## config.mk

```make
export PLATFORM = sky130hd
export DESIGN_NAME = kwdt_top
export DESIGN_NICKNAME = d
export VERILOG_FILES = /design/src/rtl/kwdt_pkg.sv /design/src/rtl/kwdt_cfg_sync.sv /design/src/rtl/kwdt_prescaler.sv /design/src/rtl/kwdt_top.sv
export SDC_FILE = /design/constraint.sdc
export NUM_CORES = 1
export LEC_CHECK = 0
export ABC_AREA = 1
export BUFFER_PORTS_ARGS = -buffer_cell sky130_fd_sc_hd__clkbuf_2
export CORE_AREA = 2 2 105 97
export DETAILED_ROUTE_END_ITERATION = 10
export DIE_AREA = 0 0 107 99
export GPL_TIMING_DRIVEN = 0
export PLACE_DENSITY_LB_ADDON = 0.3
export SLEW_MARGIN = 20
export SYNTH_ARGS = -nofsm -noshare
export SYNTH_HDL_FRONTEND = slang
export SYNTH_SLANG_ARGS = --single-unit
```

## constraint.sdc

```tcl
create_clock -name clk -period 3.25 [get_ports clk]
set_clock_uncertainty 0.05 [all_clocks]
set_input_delay 0.4875 -clock clk [delete_from_list [all_inputs] [get_ports clk]]
set_output_delay 0.4875 -clock clk [all_outputs]
set_load 0.005 [all_outputs]
```

## src/rtl/kwdt_pkg.sv

```systemverilog
package kwdt_pkg;
   localparam int KEY_W = 16;

   localparam logic [KEY_W-1:0] KEY_START  = 16'hCCCC;
   localparam logic [KEY_W-1:0] KEY_RELOAD = 16'hAAAA;
   localparam logic [KEY_W-1:0] KEY_UNLOCK = 16'h5555;

   typedef enum logic [2:0] {
      RA_KEY  = 3'd0,
      RA_PRE  = 3'd1,
      RA_RLD  = 3'd2,
      RA_STAT = 3'd3,
      RA_WIN  = 3'd4
   } kwdt_addr_e;
endpackage

```

## src/rtl/kwdt_cfg_sync.sv

```systemverilog
module kwdt_cfg_sync #(
   parameter int W = 12,
   parameter int SYNC_TICKS = 2,
   parameter logic [W-1:0] RST_VAL = '1
) (
   input  logic         clk,
   input  logic         rst_n,
   input  logic         tick_i,
   input  logic         wr_i,
   input  logic [W-1:0] wdata_i,
   output logic [W-1:0] staged_o,
   output logic [W-1:0] active_o,
   output logic         busy_o
);
   localparam int CW = $clog2(SYNC_TICKS + 1);
   localparam logic [CW-1:0] LAST = CW'(SYNC_TICKS - 1);

   logic [CW-1:0] cnt_q;

   always_ff @(posedge clk or negedge rst_n) begin
      if (!rst_n) begin
         staged_o <= RST_VAL;
         active_o <= RST_VAL;
         busy_o   <= 1'b0;
         cnt_q    <= '0;
      end else if (wr_i) begin
         staged_o <= wdata_i;
         busy_o   <= 1'b1;
         cnt_q    <= '0;
      end else if (busy_o && tick_i) begin
         if (cnt_q == LAST) begin
            active_o <= staged_o;
            busy_o   <= 1'b0;
            cnt_q    <= '0;
         end else begin
            cnt_q <= cnt_q + 1'b1;
         end
      end
   end
endmodule

```

## src/rtl/kwdt_prescaler.sv

```systemverilog
module kwdt_prescaler #(
   parameter int SEL_W = 3,
   parameter int BASE_SHIFT = 2,
   parameter int MAX_SHIFT = 6
) (
   input  logic             clk,
   input  logic             rst_n,
   input  logic             tick_i,
   input  logic             run_i,
   input  logic             clr_i,
   input  logic [SEL_W-1:0] sel_i,
   output logic             strobe_o
);
   localparam int CNT_W = BASE_SHIFT + MAX_SHIFT;

   logic [CNT_W-1:0] cnt_q;
   logic [CNT_W-1:0] limit;
   int unsigned      sh;

   always_comb begin
      sh    = (int'(sel_i) > MAX_SHIFT) ? MAX_SHIFT : int'(sel_i);
      limit = CNT_W'((32'd1 << (sh + BASE_SHIFT)) - 32'd1);
   end

   assign strobe_o = run_i && tick_i && (cnt_q == limit);

   always_ff @(posedge clk or negedge rst_n) begin
      if (!rst_n)                cnt_q <= '0;
      else if (clr_i)            cnt_q <= '0;
      else if (run_i && tick_i)  cnt_q <= (cnt_q == limit) ? '0 : cnt_q + 1'b1;
   end
endmodule

```

## src/rtl/kwdt_top.sv

```systemverilog
module kwdt_top #(
   parameter int RLD_W = 12,
   parameter int PRE_W = 3,
   parameter int DATA_W = 16,
   parameter int HAS_WINDOW = 1,
   parameter int SYNC_TICKS = 2
) (
   input  logic              clk,
   input  logic              rst_n,
   input  logic              tick_i,
   input  logic              bus_wr_i,
   input  logic [2:0]        bus_addr_i,
   input  logic [DATA_W-1:0] bus_wdata_i,
   output logic [DATA_W-1:0] bus_rdata_o,
   output logic              wdt_rst_o
);
   import kwdt_pkg::*;

   if (DATA_W < KEY_W)   begin : g_bad_data  $error("DATA_W must hold the key");  end
   if (RLD_W > DATA_W)   begin : g_bad_rld   $error("RLD_W exceeds DATA_W");      end
   if (PRE_W != 3)       begin : g_bad_pre   $error("PRE_W must be 3");           end
   if (SYNC_TICKS < 1)   begin : g_bad_sync  $error("SYNC_TICKS must be >= 1");   end

   logic [KEY_W-1:0] key_val;
   logic wr_key, key_start, key_reload, key_refresh;
   logic wr_pre, wr_rld, wr_win;
   logic run_q, unlock_q, rst_q;
   logic [PRE_W-1:0] pre_stage, pre_act;
   logic [RLD_W-1:0] rld_stage, rld_act, win_stage, win_act, cnt_q;
   logic pre_busy, rld_busy, win_busy, win_on, strobe;
   logic fire_zero, fire_win;

   assign key_val     = bus_wdata_i[KEY_W-1:0];
   assign wr_key      = bus_wr_i && (bus_addr_i == RA_KEY);
   assign key_start   = wr_key && (key_val == KEY_START);
   assign key_reload  = wr_key && (key_val == KEY_RELOAD);
   assign key_refresh = key_start || key_reload;
   assign wr_pre      = bus_wr_i && unlock_q && (bus_addr_i == RA_PRE);
   assign wr_rld      = bus_wr_i && unlock_q && (bus_addr_i == RA_RLD);
   assign wr_win      = bus_wr_i && unlock_q && (bus_addr_i == RA_WIN);

   always_ff @(posedge clk or negedge rst_n) begin
      if (!rst_n) begin
         run_q    <= 1'b0;
         unlock_q <= 1'b0;
      end else begin
         if (key_start) run_q    <= 1'b1;
         if (wr_key)    unlock_q <= (key_val == KEY_UNLOCK);
      end
   end

   kwdt_cfg_sync #(.W(PRE_W), .SYNC_TICKS(SYNC_TICKS), .RST_VAL('0)) u_pre (
      .clk(clk), .rst_n(rst_n), .tick_i(tick_i), .wr_i(wr_pre),
      .wdata_i(bus_wdata_i[PRE_W-1:0]), .staged_o(pre_stage),
      .active_o(pre_act), .busy_o(pre_busy));

   kwdt_cfg_sync #(.W(RLD_W), .SYNC_TICKS(SYNC_TICKS), .RST_VAL('1)) u_rld (
      .clk(clk), .rst_n(rst_n), .tick_i(tick_i), .wr_i(wr_rld),
      .wdata_i(bus_wdata_i[RLD_W-1:0]), .staged_o(rld_stage),
      .active_o(rld_act), .busy_o(rld_busy));

   if (HAS_WINDOW != 0) begin : g_win
      kwdt_cfg_sync #(.W(RLD_W), .SYNC_TICKS(SYNC_TICKS), .RST_VAL('1)) u_win (
         .clk(clk), .rst_n(rst_n), .tick_i(tick_i), .wr_i(wr_win),
         .wdata_i(bus_wdata_i[RLD_W-1:0]), .staged_o(win_stage),
         .active_o(win_act), .busy_o(win_busy));
      assign win_on = (win_act != '1);
   end else begin : g_nowin
      assign win_stage = '1;
      assign win_act   = '1;
      assign win_busy  = 1'b0;
      assign win_on    = 1'b0;
   end

   kwdt_prescaler #(.SEL_W(PRE_W)) u_presc (
      .clk(clk), .rst_n(rst_n), .tick_i(tick_i), .run_i(run_q),
      .clr_i(key_refresh), .sel_i(pre_act), .strobe_o(strobe));

   assign fire_zero = strobe && (cnt_q == '0) && !key_refresh;
   assign fire_win  = key_reload && run_q && win_on && (cnt_q > win_act);

   always_ff @(posedge clk or negedge rst_n) begin
      if (!rst_n) begin
         cnt_q <= '1;
         rst_q <= 1'b0;
      end else begin
         rst_q <= fire_zero || fire_win;
         if (key_refresh)  cnt_q <= rld_act;
         else if (strobe)  cnt_q <= (cnt_q == '0) ? rld_act : cnt_q - 1'b1;
      end
   end

   assign wdt_rst_o = rst_q;

   always_comb begin
      bus_rdata_o = '0;
      case (bus_addr_i)
         RA_PRE:  bus_rdata_o = {{(DATA_W-PRE_W){1'b0}}, pre_stage};
         RA_RLD:  bus_rdata_o = {{(DATA_W-RLD_W){1'b0}}, rld_stage};
         RA_STAT: bus_rdata_o = {{(DATA_W-3){1'b0}}, win_busy, rld_busy, pre_busy};
         RA_WIN:  bus_rdata_o = {{(DATA_W-RLD_W){1'b0}}, win_stage};
         default: bus_rdata_o = '0;
      endcase
   end
endmodule

```

* Yosys cells after proc, flatten, opt, wreduce, memory -nomap -nowiden *
Cells that the tools add are included.

cells by class
  $add $sub $neg = 7
  equal/unequal tests = 12
  bitwise gates (word level) = 3
  reductions and logical operators = 36
  magnitude comparators = 2
  multiplexer cells = 26
  shifts and indexed selects = 1

operator list
  operator               number
  $pmux 12 s4            1
  $mux 12                3
  $add 32x2->32 const B  1
  $eq 16x16->1 const B   2
  $shl 1x32->8 const A   1
  $mux 8                 3
  $mux 2                 9
  $logic_and 1x1->1      17
  $eq 16x15->1 const B   1
  $reduce_bool 2->1      8
  $gt 12x12->1           1
  $logic_not 12->1       1
  $ne 12x12->1 const B   1
  $sub 12x1->12 const B  1
  $mux 1                 9
  $reduce_and 3->1       3
  $add 8x1->8 const B    1
  $eq 8x8->1             1
  $sub 8x1->8 const B    1
  $add 2x1->2 const B    3
  $eq 2x1->1 const B     3
  $eq 3x2->1 const B     2
  $reduce_and 2->1       3
  $eq 3x1->1 const B     1
  other kinds (7)        10

storage, ports and cells
  output and inout port bits = 17
  flip-flop bits (word level) = 86

* Logic depth before layout (Yosys ltp) *
Gate-level depths: netlist (run 1).

  word-level depth = 10
  gate-level depth with buffers = 15
  depth with buffers taken out = 14

* By module *
A second synthesis (run 1) with hierarchy kept.

second synthesis, totals
  cells, all modules = 750
  area, all modules = 5396.4 um^2

modules (own cells, without submodules)
  module                           cells an instance  instances  area an instance (um^2)
  kwdt_cfg_sync (g_win.u_win ...)  117                2          1111.1
  kwdt_top                         362                1          2080.7
  kwdt_prescaler                   114                1          706.9
  kwdt_cfg_sync (u_pre)            40                 1          386.6

* Least setup slack after synthesis (run 1) *
No wires, ideal clock.

  path kind = input port to output port
  start = input bus_addr_i[0]
  end = output bus_rdata_o[2]
  stages on the path = 8
  arrival time = 1.281 ns
  path buffers = 1
  path slack = 1.431 ns
  data required time = 2.712 ns
  path through = nor2_1 inv_1 nor2_1 inv_1 buf_2 o22ai_1 a21oi_1 o21ai_0

between the ends
  word-level cells in the longest chain between the ends = 2

ends and longest elaborated chain
  item                                      line            RTL
  start: declaration                        kwdt_top.sv:12  input logic [2:0] bus_addr_i,
  $eq 3x3->1, or another cell as far along  kwdt_top.sv:97  case (bus_addr_i)
  $pmux 12 s4 *                             kwdt_top.sv:97
  end: declaration                          kwdt_top.sv:14  output logic [DATA_W-1:0] bus_rdata_o,

Every way passes the cells marked *; elsewhere a longest branch is shown, timed or not.

* Final worst setup path (run 1) *
Same ends and word-level chain as after synthesis.

==> results of run 1 <==
## power by group through the flow
stage | Sequential [mW] | Combinational, mW | Clock, mW
global placement | 1.66 | 1.89 | 0
finish | 1.66 | 1.98 | 0.785
floorplan | 1.60 | 1.58 | 0
detailed placement | 1.68 | 1.96 | 0
CTS | 1.66 | 1.97 | 0.808
global route | 1.70 | 2.29 | 0.845
## worst min path at each step
stage	cells after the start	endpoint	from
after floorplan	0	g_win.u_win.busy_o$_DFFE_PN0P_	rst_n
after global placement	2	u_rld.active_o[6]$_DFFE_PN1P_	u_rld.active_o[6]$_DFFE_PN1P_
after detailed placement	2	u_rld.active_o[7]$_DFFE_PN1P_	u_rld.active_o[7]$_DFFE_PN1P_
after CTS	1	u_presc.cnt_q[1]$_DFFE_PN0P_	rst_n
after global routing	1	u_presc.cnt_q[2]$_DFFE_PN0P_	rst_n
final	1	u_presc.cnt_q[1]$_DFFE_PN0P_	rst_n
## area by class of cell
type,count,share of cell area (%)
Clock buffer,10,2.61
Timing Repair Buffer,35,3.22
Multi-Input combinational cell,481,42.3
Sequential cell,86,39.0
Tap cell,126,2.76
Buffer,17,2.13
Inverter,106,6.97
Clock inverter,6,0.987
## cell usage in the layout, fill, tap and decap left out, types with 4 or more instances in the layout
cell,instances
o21ai_2,9
nor2_2,7
buf_4,4
inv_2,7
o22ai_1,13
nand3_1,30
nor3_1,5
buf_6,5
buf_2,4
nand4_1,7
clkbuf_8,10
dfstp_2,60
inv_1,98
nand2_1,200
conb_1,4
nand3_2,5
o21ai_0,54
xor2_1,9
ha_1,19
clkbuf_2,34
clkbuf_1,4
nor2_1,76
nand2_2,6
a21oi_1,20
dfrtp_1,26
## flip-flops by register name, summed over array words and instances (netlist names), 2 cells and up
register and flops:
cnt_q 12, g_win.u_win.active_o 12, g_win.u_win.staged_o 12, u_rld.active_o 12, u_rld.staged_o 12, u_presc.cnt_q 8
u_pre.active_o 3, u_pre.staged_o 3, g_win.u_win.cnt_q 2, u_pre.cnt_q 2, u_rld.cnt_q 2
## through the flow
stage          utilization (%)  cells  power (mW)  cell area (sq um)
6_report                  60.2    867        4.42               5710
2_1_floorplan                -    690        3.18               5160
4_1_cts                   60.2    867        4.44               5710
5_1_grt                   60.2    867        4.84               5710
3_3_place_gp              57.9    851        3.55               5490
3_5_place_dp              58.0    851        3.64               5500
## cell families (layout without fill, tap and decap cells)
group	count (synthesis)	count (layout)	synth area share, %
AO/OA/AOI/OAI	100	100	11.2
XOR/XNOR	12	12	2.04
adder cells (fa/ha/maj)	19	19	4.62
buffers and inverters	123	174	10.1
flip-flops	86	86	43.3
multiplexers	1	1	0.219
other	1	4	0.0728
AND/OR/NAND/NOR	345	345	28.6
## worst reg2reg max path: cells and delay by family, from the launching register on
kind            cells  cell delay, ps
fa+ha+maj           1             330
simple gates        4             450
buf+inv             2             180
xor+xnor            1             240
flops               1             400
compound gates      1             450
## layer usage
layer / vias up / part of all wire [%]
met3: 22 / 5.1
met5: - / 0
met4: 0 / 2.2
li1: 2266 / -
met1: 2080 / 47
met2: 144 / 46
==> results.json, run 1 <==
{
  "status": "complete, no violations",
  "synth-async-reset-ratio_pct": 100,
  "post_cts_resized": 0,
  "drtIter0Drc": 229,
  "seq_area_frac_synth_pct": 43.3,
  "io_pins": 40,
  "reg2reg_setup_slack_ps": 1030,
  "gp_congestion": 0.945,
  "crit_family": "buffers and inverters",
  "hold_path_class": "in2async",
  "yosysTopAreaCellShare_pct": 30.6,
  "drt_first_pass_iters": 5,
  "use_met3_pct": 4.83,
  "pwr-share-comb_pct": 44.7,
  "peakVddDrop_mv": 0.290,
  "dr_total_vias": 4512,
  "cts_root_buf": "clkbuf_8",
  "synthTopCellsByCount": "nand2_1, inv_1, nor2_1",
  "holdWs_ps": 101,
  "crit_slowest_cell": "buf_2",
  "required_ps": 2710,
  "leakage_nw": 2.86,
  "num_antenna_cells": 0,
  "layout-drive-gt1-share_pct": 22.3,
  "seqCellArea_sq_um": 2230,
  "netlist_area_sq_um": 5150,
  "setup_slack_ps": 966,
  "postCtsHoldBufs": 0,
  "clk_latency_ps": 360,
  "period_minus_slack_ps": 2280,
  "startpoint": "bus_addr_i[0]",
  "synthFlopType": "dfstp_2",
  "htreeDepth": 3,
  "grt_use_met2_pct": 40.9,
  "path_depth": 10,
  "clkPwrFrac_pct": 17.8,
  "yosysTopAreaCell": "dfstp_2",
  "io_buffers": 35,
  "cts_tree": "done",
  "r2r_end": "u_presc.cnt_q[3]$_DFFE_PN0P_",
  "r2r_start": "u_pre.active_o[1]$_DFFE_PN0P_",
  "dieArea_sq_um": 10600,
  "layout.nets": 778,
  "synth.avg_cell_area_sq_um": 7.49,
  "synth.distinct_cells": 35,
  "drv_cap": 0,
  "endpoint": "bus_rdata_o[2]",
  "intPower_mw": 2.53,
  "coreArea_sq_um": 9490,
  "start_kind": "input pin",
  "grt_pass1_vias": 4416,
  "syn_inst": 687,
  "cp-end-kind": "output port",
  "clock-sinks": 86,
  "postCtsSetupBuffers": 0,
  "tns_ps": 0,
  "synth_seq_cells": 86,
  "crit_type": "in2out",
  "ctsLongestPathBuffers": 2,
  "routed_wl_um": 12200,
  "drc": 0,
  "path_cells": "clkbuf_2 > nor2_1 > inv_1 > nor2_1 > inv_1 > buf_2 > o22ai_1 > a21oi_1 > o21ai_0 > clkbuf_2",
  "cp_num_buf_inv": 5,
  "vias_per_cell": 5.20,
  "worst_slew_pin_slew_ps": 666,
  "wire_per_inst_um": 14.1,
  "max_freq_ghz": 0.438,
  "maxSlewHeadroom_pct": 55.6,
  "p_seq_share_pct": 37.6,
  "track_usage_pct": 25.3,
  "synth_warnings": 0,
  "overflow": 0,
  "cts_buffers": 9,
  "met1_usage_pct": 34.5,
  "yosysMostFrequentCell": "nand2_1",
  "yosys-top-cells-area": "dfstp_2, nand2_1, dfrtp_1",
  "die_h_um": 99,
  "multi_input_area_sq_um": 2410,
  "drtAntennaViolNets": 0,
  "antenna_found_initial": 0,
  "hpwlAfterDp_um": 9470,
  "crit_path_max_incr_delay_ps": 200,
  "clk_pin_slew_worst_paths_ps": 90,
  "place_ws_ps": 979,
  "busiest_layer": "met2",
  "grt_max_degree": 87,
  "die_x_um": 107,
  "setup_viol": 0,
  "netSwitchingFraction_pct": 42.8,
  "slew_viol_final": 0,
  "timing.final.crit_share_pct": 70.3,
  "path_max_fanout": 10,
  "synth_enable_flop_cells": 0,
  "ff2ff_path_depth": 9,
  "arrival_ps": 1750,
  "hold_viol": 0,
  "initial_core_util_pct": 54.3,
  "power.density_nw_per_um2": 775,
  "grt_pass1_wl_um": 21100,
  "area_delta_synth_final_pct": 10.8,
  "p_switching_mw": 1.89,
  "fillers": 853,
  "rows": 34,
  "rsz0062_at_grt": "false"
}
No activity file was read; power rests on OpenSTA's default activity.
==> run 2, diff against run 1 <==
==> constraint.sdc (replaced) <==
create_clock -name clk -period 2 [get_ports clk]
set_clock_uncertainty 0.05 [all_clocks]
set_input_delay 0.3 -clock clk [delete_from_list [all_inputs] [get_ports clk]]
set_output_delay 0.3 -clock clk [all_outputs]
set_load 0.005 [all_outputs]
==> run 2 against run 1 <==
  * Register-to-register slack worse by 990 ps
  * Cell count rose by 1.2%
  * Hold slack gained 21 ps
  * Non-clock buffer count is 10 higher
  * Flip-flop and latch count stayed put
  * Clock-buffer cell count is the same
  * Combinational power increased by 83%
  * Global-route usage is the same
  * Clock power rose by 64%
  * Total power is 72% higher
==> results.json, run 2 (same netlist as run 1, synthesis figures left out) <==
{
  "wire_per_inst_um": 14.8,
  "tns_ps": 0,
  "power.density_nw_per_um2": 1290,
  "start_kind": "register",
  "setup_viol": 0,
  "grt_pass1_vias": 4411,
  "r2r_start": "u_pre.active_o[1]$_DFFE_PN0P_",
  "pwr-share-comb_pct": 47.6,
  "track_usage_pct": 25.3,
  "r2r_end": "cnt_q[4]$_DFFE_PN1P_",
  "rsz0062_at_grt": "true",
  "cp-end-kind": "register",
  "vias_per_cell": 5.25,
  "io_pins": 40,
  "layout-drive-gt1-share_pct": 26.1,
  "dieArea_sq_um": 10600,
  "drtIter0Drc": 206,
  "arrival_ps": 2230,
  "drc": 0,
  "mostFrequentLayoutCell": "nand2_1",
  "final_cell_mix": "nand2_1, inv_1, nor2_1",
  "status": "complete, no violations",
  "die_h_um": 99,
  "peakVddDrop_mv": 0.479,
  "crit_path_max_incr_delay_ps": 400,
  "cts_root_buf": "clkbuf_8",
  "fin_total_pwr_mw": 7.62,
  "path_cells": "inv_2 > ha_4 > inv_2 > nor2_4 > nand2_1 > xor2_1 > nand3_2 > o21bai_4 > buf_6 > nand2_1 > nand2_1",
  "hpwlAfterDp_um": 9470,
  "cp_num_buf_inv": 3,
  "endpoint": "cnt_q[4]$_DFFE_PN1P_",
  "leakage_nw": 2.94,
  "clk_latency_ps": 370,
  "num_antenna_cells": 0,
  "htreeDepth": 3,
  "stdcell_count": 877,
  "crit_slowest_cell": "dfrtp_1",
  "clk_pin_slew_worst_paths_ps": 100,
  "antenna_found_initial": 0,
  "startpoint": "u_pre.active_o[1]$_DFFE_PN0P_",
  "clkPwrFrac_pct": 16.9,
  "max_freq_ghz": 0.509,
  "grt_use_met2_pct": 40.8,
  "coreArea_sq_um": 9490,
  "grt_max_degree": 87,
  "area_delta_synth_final_pct": 14.5,
  "grt_pass1_wl_um": 21100,
  "setup_slack_ps": 36.3,
  "dp_cells": 851,
  "required_ps": 2270,
  "drv_cap": 0,
  "p_seq_share_pct": 35.5,
  "crit_family": "simple AND/OR/NAND/NOR gates",
  "timing.final.crit_share_pct": 98.2,
  "intPower_mw": 4.30,
  "reg2reg_setup_slack_ps": 40,
  "routed_wl_um": 13000,
  "gp_congestion": 0.945,
  "cts_buffers": 9,
  "rows": 34,
  "ctsLongestPathBuffers": 2,
  "slew_viol_final": 0,
  "path_max_fanout": 5,
  "fin_area_sq_um": 5890,
  "netSwitchingFraction_pct": 43.6,
  "maxSlewHeadroom_pct": 56.0,
  "layout.nets": 788,
  "met1_usage_pct": 34.6,
  "drt_first_pass_iters": 5,
  "io_buffers": 35,
  "overflow": 0,
  "dr_total_vias": 4601,
  "crit_type": "reg2reg",
  "initial_core_util_pct": 54.3,
  "dpl_cell_area_sq_um": 5500,
  "hold_viol": 0,
  "ff2ff_path_depth": 11,
  "path_depth": 11,
  "worst_slew_pin_slew_ps": 660,
  "hold_path_class": "in2reg",
  "p_switching_mw": 3.32,
  "clock-sinks": 86,
  "drtAntennaViolNets": 0,
  "cts_tree": "done",
  "die_x_um": 107,
  "place_ws_ps": -184,
  "critPathMostFrequentCell": "nand2_1",
  "period_minus_slack_ps": 1960,
  "use_met3_pct": 4.76,
  "busiest_layer": "met2"
}
run 2: changes by cell type in the layout (fill, tap and decap cells not counted), sizes merged:
cell         delta
buf             +9
dlygate4sd3     +1
run 2: worst min path at each step:
stage                     cells past startpoint                           from  slack, ps                             end
after global placement                        2  u_rld.active_o[6]$_DFFE_PN1P_        430   u_rld.active_o[6]$_DFFE_PN1P_
after floorplan                               0                          rst_n        -50  g_win.u_win.busy_o$_DFFE_PN0P_
after detailed placement                      1                          rst_n        350             wdt_rst_o$_DFF_PN0_
after global routing                          3                bus_wdata_i[10]        140  u_rld.staged_o[10]$_DFFE_PN1P_
final                                         3                bus_wdata_i[10]        120  u_rld.staged_o[10]$_DFFE_PN1P_
after CTS                                     3                 bus_wdata_i[4]        110   u_rld.staged_o[4]$_DFFE_PN1P_
run 2: cell type report:
class | count | area [sq um]
Buffer | 17 | 121
Clock buffer | 10 | 149
Clock inverter | 6 | 56.3
Fill cell | 835 | 3590
Inverter | 106 | 398
Multi-Input combinational cell | 481 | 2500
Sequential cell | 86 | 2230
Tap cell | 126 | 158
Timing Repair Buffer | 45 | 280
run 2: per-layer routing:
layer | vias to the layer above | wire length [um]
li1 | 2285 | -
met1 | 2153 | 5920
met2 | 137 | 6170
met3 | 26 | 601
met4 | 0 | 320
met5 | - | 0
run 2: through the flow:
step,util [%],hold slack (ps)
4_1_cts,60.5,113
3_3_place_gp,57.9,425
6_report,62.1,122
5_1_grt,62.1,141
3_5_place_dp,58.0,347
2_1_floorplan,-,-45.6
run 2: worst min-delay path, delay by kind of cell:
kind	cells	cell delay [ps]
compound gates	1	70
buf+inv	1	100
simple gates	1	50
run 2: power groups by stage:
stage | Combinational (mW) | Clock [mW] | Sequential, mW
after floorplan | 2.57 | 0 | 2.59
after global placement | 3.07 | 0 | 2.70
after detailed placement | 3.19 | 0 | 2.72
after CTS | 3.25 | 1.31 | 2.68
after global routing | 4.12 | 1.38 | 2.77
final | 3.63 | 1.29 | 2.71
run 2: repair_timing:
action,in CTS,in global routing
endpoints found under the hold margin,26,0
gates resized for setup,2,35
hold buffers,1,0
pin swaps,1,16
buffers inserted,3,4
setup endpoints to repair,14,20
cloned,0,2
